===== config.mk =====
export PLATFORM = sky130hd
export DESIGN_NAME = rng128_top
export DESIGN_NICKNAME = d
export VERILOG_FILES = /design/src/rtl/rng128_pkg.sv /design/src/rtl/rng128_taps.sv /design/src/rtl/rng128_lfsr.sv /design/src/rtl/rng128_readout.sv /design/src/rtl/rng128_top.sv
export SDC_FILE = /design/constraint.sdc
export NUM_CORES = 1
export LEC_CHECK = 0
export BUFFER_PORTS_ARGS = -buffer_cell sky130_fd_sc_hd__buf_2
export CAP_MARGIN = 20
export CELL_PAD_IN_SITES_DETAIL_PLACEMENT = 1
export CELL_PAD_IN_SITES_GLOBAL_PLACEMENT = 1
export CORE_MARGIN = 3
export CORE_UTILIZATION = 44
export DETAILED_ROUTE_END_ITERATION = 8
export PLACE_DENSITY = 0.83
export SLEW_MARGIN = 5
export SYNTH_ARGS = -nofsm -noshare
export SYNTH_HDL_FRONTEND = slang
export SYNTH_SLANG_ARGS = --single-unit

===== constraint.sdc =====
create_clock -name clk -period 2.4 [get_ports clk]
set_clock_uncertainty 0.2 [all_clocks]
set_input_delay 0.24 -clock clk [delete_from_list [all_inputs] [get_ports clk]]
set_output_delay 0.24 -clock clk [all_outputs]
set_load 0.005 [all_outputs]

===== src/rtl/rng128_pkg.sv =====
package rng128_pkg;

    localparam int unsigned RNG_W   = 128;
    localparam int unsigned TAP_CNT = 4;
    localparam int unsigned CNT_W   = $clog2(RNG_W);

    // Tap positions counted from 1; position 128 is the MSB.
    localparam int unsigned TAP_POS [TAP_CNT] = '{128, 126, 101, 9};

    typedef struct packed {
        logic [RNG_W-1:0] bits;
    } lfsr_st_t;

    typedef struct packed {
        logic [RNG_W-1:0] held;
        logic [CNT_W-1:0] idx;
        logic             active;
    } rdout_st_t;

endpackage


===== src/rtl/rng128_taps.sv =====
module rng128_taps
    import rng128_pkg::*;
(
    input  logic [RNG_W-1:0] state_i,
    output logic             fb_o
);

    logic [TAP_CNT-1:0] tap_v;

    for (genvar g = 0; g < TAP_CNT; g++) begin : g_tap
        assign tap_v[g] = state_i[TAP_POS[g]-1];
    end

    // XNOR form: all zeros is a legal state, all ones locks up.
    assign fb_o = ~(^tap_v);

endmodule


===== src/rtl/rng128_lfsr.sv =====
module rng128_lfsr
    import rng128_pkg::*;
(
    input  logic             clk,
    input  logic             rst,
    input  logic             fb_on,
    input  logic             ser_bit,
    input  logic             stall,
    input  logic             fb_bit,
    output logic [RNG_W-1:0] state_o
);

    lfsr_st_t st_d, st_q;
    logic     new_bit;

    always_comb begin
        st_d    = st_q;
        new_bit = fb_on ? fb_bit : ser_bit;
        if (!stall) begin
            st_d.bits = {st_q.bits[RNG_W-2:0], new_bit};
        end
    end

    always_ff @(posedge clk) begin
        if (rst) begin
            st_q <= '0;
        end else begin
            st_q <= st_d;
        end
    end

    assign state_o = st_q.bits;

endmodule


===== src/rtl/rng128_readout.sv =====
module rng128_readout
    import rng128_pkg::*;
(
    input  logic             clk,
    input  logic             rst,
    input  logic             req,
    input  logic [RNG_W-1:0] state_i,
    output logic [RNG_W-1:0] held_o,
    output logic             bit_o,
    output logic             first_o,
    output logic             busy_o
);

    localparam logic [CNT_W-1:0] LAST_IDX = CNT_W'(RNG_W - 1);

    rdout_st_t        rd_d, rd_q;
    logic [CNT_W-1:0] sel;

    always_comb begin
        rd_d = rd_q;
        if (rd_q.active) begin
            if (rd_q.idx == LAST_IDX) begin
                rd_d.active = 1'b0;
                rd_d.idx    = '0;
            end else begin
                rd_d.idx = rd_q.idx + 1'b1;
            end
        end else if (req) begin
            rd_d.held   = state_i;
            rd_d.active = 1'b1;
            rd_d.idx    = '0;
        end
    end

    always_ff @(posedge clk) begin
        if (rst) begin
            rd_q <= '0;
        end else begin
            rd_q <= rd_d;
        end
    end

    assign sel     = LAST_IDX - rd_q.idx;
    assign held_o  = rd_q.held;
    assign bit_o   = rd_q.active & rd_q.held[sel];
    assign first_o = rd_q.active & (rd_q.idx == '0);
    assign busy_o  = rd_q.active;

endmodule


===== src/rtl/rng128_top.sv =====
module rng128_top
    import rng128_pkg::*;
(
    input  logic             clk,
    input  logic             rst,
    input  logic             feedback_on,
    input  logic             load_bit,
    input  logic             capture_req,
    input  logic             stall,
    output logic [RNG_W-1:0] number_q,
    output logic             stream_bit,
    output logic             stream_first,
    output logic             stream_busy
);

    logic [RNG_W-1:0] lfsr_state;
    logic             fb_bit;

    rng128_taps u_taps (
        .state_i (lfsr_state),
        .fb_o    (fb_bit)
    );

    rng128_lfsr u_lfsr (
        .clk     (clk),
        .rst     (rst),
        .fb_on   (feedback_on),
        .ser_bit (load_bit),
        .stall   (stall),
        .fb_bit  (fb_bit),
        .state_o (lfsr_state)
    );

    rng128_readout u_rd (
        .clk     (clk),
        .rst     (rst),
        .req     (capture_req),
        .state_i (lfsr_state),
        .held_o  (number_q),
        .bit_o   (stream_bit),
        .first_o (stream_first),
        .busy_o  (stream_busy)
    );

endmodule


==> impl_metrics.yaml, run 1 <==
run_status:
  status: "complete, but fails checks"
  violations: "negative setup slack"
power_and_ir_drop:
  p_leak_nw: 5.29
  p_int_w: 0.00730
  comb_power_share_pct: 5.0
  power_density_nw_per_um2: 737
  netSwitchingPower_w: 0.00212
  ir_drop_uv: 450
  switching_share_pct: 22.5
  clkPwrFrac_pct: 48.3
  power_frac_seq_pct: 46.7
drt:
  drt_first_pass_iters: 4
  wl_per_cell_um: 19.2
  drc: 0
  via_count: 8578
  drtAntennaViolNets: 0
  drtIter0Drc: 494
  vias_per_cell: 5.33
  drt_wl_total_mm: 30.9
cells_and_area:
  n_antenna_cell: 0
  area_delta_synth_final_pct: 13.1
  final_area_sq_um: 12800
  final_nets: 1266
  instances_no_fill: 1610
  drive_gt1_share_pct: 22.4
  fill_cells: 2880
yosys:
  yosys.area_share.adder_pct: 0.221
  synth_compound_area_share_pct: 7.47
  synth_cell_types: 39
  synth_top_family_by_area: "multiplexers"
  synth_top_area_share_pct: 46.7
  yosysSeqAreaShare_pct: 46.7
  syn_area_sq_um: 11300
  yosys.area_share.simple_pct: 14.5
  yosys-top-cells-area: "dfxtp_1 47%, mux2i_1 12%, nand2_1 8.8%"
  syn_inst: 1242
  syn_avg_cell_area_sq_um: 9.11
  synth_largest_area_cell: "dfxtp_1"
  synth-seq-cells: 264
  yosysWarnings: 0
  synth-xor-area-share_pct: 0.232
  synthMuxAreaShare_pct: 18.9
  synth.net_count: 1250
worst_setup_path:
  critical_path_class: "reg -> out"
  cp.required_ns: 1.96
  end_kind: "output port"
  cp.arrival_ns: 2.59
  reg2reg_depth: 9
  path_cells: "buf_12, buf_4, mux4_2, mux4_2, o22ai_2, o32ai_2, buf_2"
  critical-path-top-delay-family: "multiplexers"
  cp_max_fo: 6
  cp-start-kind: "flop"
  slowest_delay_ns: 0.50
  critical_path.most_common_cell: "mux4_2"
  slowest_stage: "mux4_2"
  cp.depth: 7
  cp.buffers_inverters: 3
sta:
  relSlewSlack_pct: 59.9
  clock.fmax_ghz: 0.330
  rsz0062_at_grt: "yes"
  slew_viol_final: 0
  fin_crit_ns: 3.03
  fin_crit_sh_pct: 126
  hold_slack_ns: 0.271
  worstMarginPinSlew_ns: 0.601
  hold_violations: 0
  setup_viol: 2
  setup_ws_ns: -0.630
  fin_tns_setup_ns: -0.671
clock_network:
  clk_path_buf_depth: 3
  cts_made_buffers: 29
  htreeDepth: 1
  clock-sinks: 264
  clk_pin_slew_ns: 0.06
  clk_latency_ns: 0.54
  clockRootBuffer: "clkbuf_16"
  cts_tree: "done"
floorplan:
  start_util_pct: 44.8
  die_height_um: 166
  ios: 137
  core_area_sq_um: 25300
  placementRows: 58
  die_w_um: 166
  die_area_sq_um: 27700
placement:
  post-place-ws_ns: -0.219
  gp_congestion: 0.831
  dp_cells: 1550
  port_buffers: 136
  place_hpwl_mm: 20.4
  placed_area_sq_um: 11700
grt:
  grt_max_degree: 77
  gr-total-overflow: 0
  grtUsageTotal_pct: 21.6
  grt_pass1_vias: 8924
  grt_pass1_wl_mm: 49.2
  antenna_found_initial: 0
min_path:
  hp-class: "reg -> reg"
  holdPathStages: 2
run:
  cap_violations: 0
-- final cells by class --
class / count / area, sq um / area share [%]
timing repair buffer: 198 / 1350 / 10.6
inverter: 8 / 36.3 / 0.284
clock inverter: 11 / 136 / 1.07
multi-input combinational: 757 / 4720 / 36.9
clock buffer: 42 / 845 / 6.60
tap: 330 / 413 / 3.23
sequential: 264 / 5290 / 41.4
-- synth_stat cells --
master / n
nor3_1: 2
buf_12: 1
nor2b_1: 4
a21o_1: 1
a41oi_1: 1
mux2_2: 2
dfxtp_1: 264
ha_1: 2
inv_1: 7
o21ai_0: 2
o22ai_2: 1
mux4_2: 25
mux2i_1: 137
a41o_1: 2
inv_2: 1
nand2_1: 265
o211ai_1: 2
xnor2_1: 3
a221oi_1: 1
a211oi_1: 2
o31ai_1: 2
nand3_1: 8
buf_4: 131
buf_2: 7
a22oi_1: 1
nand2b_1: 3
nor4b_1: 1
buf_6: 1
nor3b_1: 2
a21oi_1: 138
nor2_1: 136
o22ai_1: 1
o32ai_1: 1
clkbuf_1: 61
nor4_1: 1
a31oi_1: 3
buf_1: 12
or2_2: 1
mux4_1: 7
-- final timing paths --
check                                                       from                       endpoint  slack (ns)
worst max-delay path                   u_rd.rd_q[1]$_SDFFE_PP0P_                     stream_bit       -0.63
worst min-delay path            u_lfsr.state_o[113]$_SDFFE_PP0N_  u_rd.held_o[113]$_SDFFE_PP0P_        0.27
worst max register to register         u_rd.rd_q[1]$_SDFFE_PP0P_      u_rd.rd_q[6]$_SDFFE_PP0P_        0.07
worst min register to register  u_lfsr.state_o[113]$_SDFFE_PP0N_  u_rd.held_o[113]$_SDFFE_PP0P_        0.27
-- flip-flops by register name (all words and copies together) (netlist names) --
| register | cells |
|---|---|
| u_rd.held_o | 128 |
| u_lfsr.state_o | 128 |
| u_rd.busy_o | 1 |
| u_rd.rd_q | 7 |
-- cells in the final DEF (no fill, tap or decap), types with 5 or more instances in the layout --
| cell | netlist | final |
|---|---|---|
| dlygate4sd3_1 | 0 | 5 |
| buf_12 | 1 | 13 |
| clkinv_2 | 0 | 6 |
| nand2_1 | 265 | 265 |
| buf_4 | 131 | 41 |
| buf_6 | 1 | 6 |
| clkbuf_16 | 0 | 29 |
| clkbuf_8 | 0 | 7 |
| mux4_2 | 25 | 29 |
| nor2_1 | 136 | 136 |
| dfxtp_1 | 264 | 262 |
| clkbuf_1 | 61 | 6 |
| mux2i_1 | 137 | 137 |
| buf_2 | 7 | 133 |
| a21oi_1 | 138 | 138 |
| inv_1 | 7 | 5 |
| nand3_1 | 8 | 7 |
-- routing by layer --
metal	track usage [%]	up-vias	wire [um]
met5	0	-	0
met4	8.32	0	1200
met3	4.00	84	1750
met2	36.7	219	14800
met1	27.5	4243	13200
li1	-	4032	-
-- power by group through the flow --
| stage | Combinational (W) | Sequential, W | Clock, W |
|---|---|---|---|
| after floorplan | 0.000312 | 0.00449 | 0 |
| after global placement | 0.000439 | 0.00450 | 0 |
| after detailed placement | 0.000448 | 0.00450 | 0 |
| after CTS | 0.000474 | 0.00440 | 0.00462 |
| after global routing | 0.000506 | 0.00440 | 0.00479 |
| final | 0.000475 | 0.00440 | 0.00455 |
-- through the flow --
stage | power (W) | util, %
6_report | 0.00943 | 50.7
5_1_grt | 0.00970 | 50.7
4_1_cts | 0.00950 | 50.6
3_5_place_dp | 0.00494 | 46.2
3_3_place_gp | 0.00494 | 46.2
2_1_floorplan | 0.00480 | -
-- timing repair --
| item | in CTS | in global routing |
|---|---|---|
| pin swaps | 5 | 2 |
| gates resized for setup | 26 | 0 |
| setup buffers | 1 | 1 |
| hold buffers | 5 | 0 |
| endpoints found under the setup margin | 2 | 3 |
| endpoints found under the hold margin | 74 | 0 |
-- kinds of logic after synthesis --
| group | Yosys count |
|---|---|
| compound gates | 158 |
| xor+xnor | 3 |
| fa+ha+maj | 2 |
| buf+inv | 221 |
| flops | 264 |
| mux | 171 |
| simple gates | 423 |
-- worst reg2reg max path: stages (launching register included) --
cell and delay (ns):
dfxtp_4 0.39, buf_6 0.23, buf_4 0.17, ha_1 0.21, nand3_1 0.18, o31ai_1 0.30, buf_4 0.21, a31oi_1 0.05
nor3b_1 0.21, nor3_1 0.08
No activity file was read; power rests on OpenSTA's default activity.
==> inputs of run 2 (changes only) <==
- PLACE_DENSITY: 0.83 -> 0.81
==> run 2 against run 1 <==
  * The run still ends with negative setup slack left
  * Core utilization is essentially flat
  * Non-clock buffer count is the same
  * Sequential cell count is the same
  * Count of clock-buffer cells in the layout shrank 4
  * Combinational power shrank 2%
  * Routed wire length is essentially flat
  * Final cell count is the same
  * Largest cell class unchanged
  * Largest power group unchanged
  * Highest routed layer unchanged
==> impl_metrics.yaml, run 2 (synthesis results as in run 1) <==
run_status:
  status: "complete, but fails checks"
  violations: "negative setup slack"
floorplan:
  die_area_sq_um: 27700
  ios: 137
  core_area_sq_um: 25300
  placementRows: 58
  die_w_um: 166
  die_height_um: 166
  start_util_pct: 44.8
cells_and_area:
  multi_input_area_sq_um: 4720
  final_nets: 1266
  final_common_cell: "nand2_1"
  area_delta_synth_final_pct: 13.0
  drive_gt1_share_pct: 22.6
  n_antenna_cell: 0
  fill_cells: 2939
  final_area_sq_um: 12800
  regArea_sq_um: 5290
  final_cell_mix: "265 x nand2_1, 262 x dfxtp_1, 138 x a21oi_1"
power_and_ir_drop:
  ir_drop_uv: 413
  power_density_nw_per_um2: 736
  p_leak_nw: 5.30
  p_total_w: 0.00941
grt:
  grt_max_degree: 76
  gr-total-overflow: 0
  grtUsageTotal_pct: 21.7
  antenna_found_initial: 0
  grt_pass1_wl_mm: 49.4
  grt_pass1_vias: 8951
clock_network:
  cts_tree: "done"
  clock-sinks: 264
  cts_made_buffers: 29
  clk_pin_slew_ns: 0.06
  clk_path_buf_depth: 3
  clockRootBuffer: "clkbuf_16"
  clk_latency_ns: 0.53
  htreeDepth: 1
worst_setup_path:
  cp.required_ns: 1.96
  slowest_delay_ns: 0.52
  critical_path.most_common_cell: "mux4_2"
  slowest_stage: "mux4_2"
  end_kind: "output port"
  path_cells: "mux4_2, mux4_2, a211oi_2, buf_4, o32ai_2, buf_2"
  cp-start-kind: "flop"
  cp.buffers_inverters: 2
  cp.arrival_ns: 2.59
  critical_path_class: "reg -> out"
  cp_max_fo: 6
  critical-path-top-delay-family: "multiplexers"
drt:
  wl_per_cell_um: 19.2
  drt_first_pass_iters: 5
  vias_per_cell: 5.33
  drtIter0Drc: 555
  via_count: 8586
  drc: 0
  drtAntennaViolNets: 0
  drt_wl_total_mm: 30.9
sta:
  fin_crit_sh_pct: 126
  hold_slack_ns: 0.0462
  clock.fmax_ghz: 0.331
  fin_crit_ns: 3.03
  worstMarginPinSlew_ns: 0.658
  hold_violations: 0
  slew_viol_final: 0
  relSlewSlack_pct: 56.1
  setup_ws_ns: -0.625
  fin_tns_setup_ns: -0.688
  setup_viol: 2
  rsz0062_at_grt: "yes"
placement:
  placed_area_sq_um: 11700
  gp_congestion: 0.857
  port_buffers: 136
  place_hpwl_mm: 20.7
run:
  cap_violations: 0
min_path:
  hp-class: "in -> reg"
[run 2: changes by cell type in the layout (fill, tap and decap cells not counted), sizes merged]
cell,change
clkbuf,-3
clkinvlp,+2
clkinv,+1
dlygate4sd3,-1
inv,+1
[run 2: report_power, final]
group / switching, W / internal (W) / leakage [nW]
Combinational: 0.000304 / 0.000163 / 2.69
Sequential: 0.0000173 / 0.00439 / 2.13
Clock: 0.00182 / 0.00272 / 0.479
Total: 0.00214 / 0.00727 / 5.30
[run 2: path summary, 6_finish.rpt]
kind                                                      start  cells after the start                           end  slack, ns
worst min register to register  u_lfsr.state_o[90]$_SDFFE_PP0N_                      2  u_rd.held_o[90]$_SDFFE_PP0P_       0.27
worst max-delay path                  u_rd.rd_q[2]$_SDFFE_PP0P_                      6                    stream_bit      -0.63
worst min-delay path                                capture_req                      4     u_rd.rd_q[4]$_SDFFE_PP0P_       0.05
worst max register to register        u_rd.rd_q[2]$_SDFFE_PP0P_                      9     u_rd.rd_q[2]$_SDFFE_PP0P_       0.11
[run 2: area by class of cell]
class,count,share of cell area [%]
Multi-Input combinational cell,757,36.9
Sequential cell,264,41.4
Inverter,8,0.235
Clock inverter,15,1.28
Timing Repair Buffer,198,10.5
Tap cell,330,3.23
Clock buffer,38,6.41
[run 2: routing by layer]
metal | global-route usage, % | wire length [um]
met1 | 26.7 | 13100
met2 | 39.3 | 15700
met3 | 3.78 | 1420
met4 | 5.70 | 692
met5 | 0 | 0
[run 2: metrics by stage]
stage / utilization (%) / worst slack (ns) / cells
6_report: 50.6 / -0.625 / 1610
5_1_grt: 50.6 / -0.704 / 1610
2_1_floorplan: - / 0.149 / 1242
3_5_place_dp: 46.1 / -0.299 / 1549
4_1_cts: 50.5 / -0.653 / 1606
3_3_place_gp: 46.1 / -0.199 / 1549
[run 2: repair_timing]
item / CTS / global route
hold buffers: 4 / 0
gates resized for setup: 17 / 3
pin swaps: 3 / 1
hold endpoints to repair: 45 / 0
buffers inserted: 0 / 3
cloned: 0 / 1
setup endpoints to repair: 2 / 5
[run 2: worst min-delay path, delay by kind of cell]
family / cells / cell delay [ns]
AOI/OAI and AO/OA: 2 / 0.26
buffers and inverters: 1 / 0.17
and+or+nand+nor: 1 / 0.06
==> inputs of run 3 (changes only) <==
- clock period: 2.4 -> 3.3 ns (I/O delays scaled with it)
==> run 3 against run 2 <==
  * The run now ends clean
  * Cell area decreased by 3.1%
  * Setup slack improved by 0.75 ns
  * Count of clock-buffer cells in the layout increased by 4
  * Sequential power decreased by 27%
  * Routed wire length decreased by 5.5%
  * Final cell count decreased by 2.5%
  * Global-route usage decreased by 1.3 points
  * Critical path depth decreased by 1
  * Clock power decreased by 27%
  * Register-to-register slack improved by 0.69 ns
  * First-iteration DRC count increased by 13%
  * Sequential share of layout area increased by 1.3 points
==> impl_metrics.yaml, run 3 (synthesis results as in run 1) <==
run_status:
  status: "finished clean"
worst_setup_path:
  end_kind: "output port"
  cp_max_fo: 7
  r2r-end: "u_rd.rd_q[6]$_SDFFE_PP0P_"
  cp.required_ns: 2.77
  cp-start-kind: "flop"
  cp.arrival_ns: 2.64
  reg2reg_depth: 7
  reg2reg_slack_ns: 0.80
  critical_path_class: "reg -> out"
  rr_startpoint: "u_rd.rd_q[2]$_SDFFE_PP0P_"
placement:
  gp_congestion: 0.801
  post-place-ws_ns: 0.401
  place_hpwl_mm: 19.7
  placed_area_sq_um: 11300
  port_buffers: 136
sta:
  rsz0062_at_grt: "no"
  relSlewSlack_pct: 52.4
  slew_viol_final: 0
  fin_crit_ns: 3.17
  worstMarginPinSlew_ns: 0.707
  fin_tns_setup_ns: 0
  fin_crit_sh_pct: 96.1
  clock.fmax_ghz: 0.315
  setup_ws_ns: 0.128
  setup_viol: 0
  hold_slack_ns: 0.0884
  hold_violations: 0
clock_network:
  cts_tree: "done"
  clock-sinks: 264
  clockRootBuffer: "clkbuf_16"
  cts_made_buffers: 28
  htreeDepth: 1
  clk_path_buf_depth: 3
  clk_latency_ns: 0.53
  clk_pin_slew_ns: 0.06
run:
  cap_violations: 0
min_path:
  whs_endpoint: "u_lfsr.state_o[13]$_SDFFE_PP0N_"
  worstHoldStart: "rst"
  hp-class: "in -> reg"
  holdPathStages: 2
cells_and_area:
  final_nets: 1228
  final_util_pct: 49.0
  n_antenna_cell: 0
  final_common_cell: "nand2_1"
  final_area_sq_um: 12400
  drive_gt1_share_pct: 19.4
  area_delta_synth_final_pct: 9.48
  final_cell_mix: "265 x nand2_1, 262 x dfxtp_1, 138 x a21oi_1"
floorplan:
  placementRows: 58
  die_area_sq_um: 27700
  die_height_um: 166
  ios: 137
  die_w_um: 166
  core_area_sq_um: 25300
  start_util_pct: 44.8
drt:
  via_count: 8317
  drtAntennaViolNets: 0
  vias_per_cell: 5.30
  wl_per_cell_um: 18.6
  drt_wl_total_mm: 29.2
  drtIter0Drc: 625
  drc: 0
  drt_first_pass_iters: 4
power_and_ir_drop:
  power_density_nw_per_um2: 550
  p_leak_nw: 5.09
  ir_drop_uv: 385
grt:
  grt_pass1_wl_mm: 46.8
  grt_max_degree: 91
  antenna_found_initial: 0
  grt_pass1_vias: 8581
  grtUsageTotal_pct: 20.4
  gr-total-overflow: 0
run 3: critical path, cell delays in order, from the launching register on:
cell and delay [ns]:
dfxtp_4 0.43, mux4_2 0.51, mux4_2 0.53, a211oi_4 0.32, o32ai_2 0.16, buf_2 0.15
run 3: layout make-up:
cell class                      count  area [sq um]
Fill cell                        2929         12900
Multi-Input combinational cell    757          4710
Sequential cell                   264          5290
Tap cell                          330           413
Clock inverter                      8           140
Timing Repair Buffer              161           951
Inverter                            8          30.0
Clock buffer                       42           845
run 3: worst max path at each step:
stage	start	endpoint	slack (ns)	depth (start not counted)
finish	u_rd.rd_q[2]$_SDFFE_PP0P_	stream_bit	0.13	5
floorplan	u_rd.rd_q[1]$_SDFFE_PP0P_	stream_bit	0.96	6
global placement	u_rd.rd_q[1]$_SDFFE_PP0P_	stream_bit	0.45	7
detailed placement	u_rd.rd_q[1]$_SDFFE_PP0P_	stream_bit	0.40	7
global route	u_rd.rd_q[2]$_SDFFE_PP0P_	stream_bit	0.03	7
CTS	u_rd.rd_q[1]$_SDFFE_PP0P_	stream_bit	0.004	7
run 3: routing by layer:
metal | track usage, % | up-vias | routed length [um]
met5 | 0 | - | 0
met4 | 6.28 | 0 | 792
met2 | 35.1 | 176 | 14100
li1 | - | 3958 | -
met1 | 26.2 | 4139 | 12700
met3 | 3.78 | 44 | 1600
run 3: metrics by stage:
step / std cells / power, W
floorplan: 1242 / 0.00349
global placement: 1513 / 0.00356
detailed placement: 1513 / 0.00357
CTS: 1565 / 0.00688
global route: 1570 / 0.00705
finish: 1570 / 0.00682
run 3: power by group:
group,internal [W],switching [W]
combinational,0.0000907,0.000209
sequential,0.00319,0.0000135
clock,0.00207,0.00124
total,0.00535,0.00147
run 3: timing repair:
| item | 4_1_cts | 5_1_grt |
|---|---|---|
| hold buffers | 2 | 0 |
| resized for setup | 5 | 5 |
| buffers inserted | 0 | 5 |
| pin swaps | 0 | 1 |
| endpoints found under the setup margin | 1 | 1 |
| endpoints found under the hold margin | 1 | 0 |
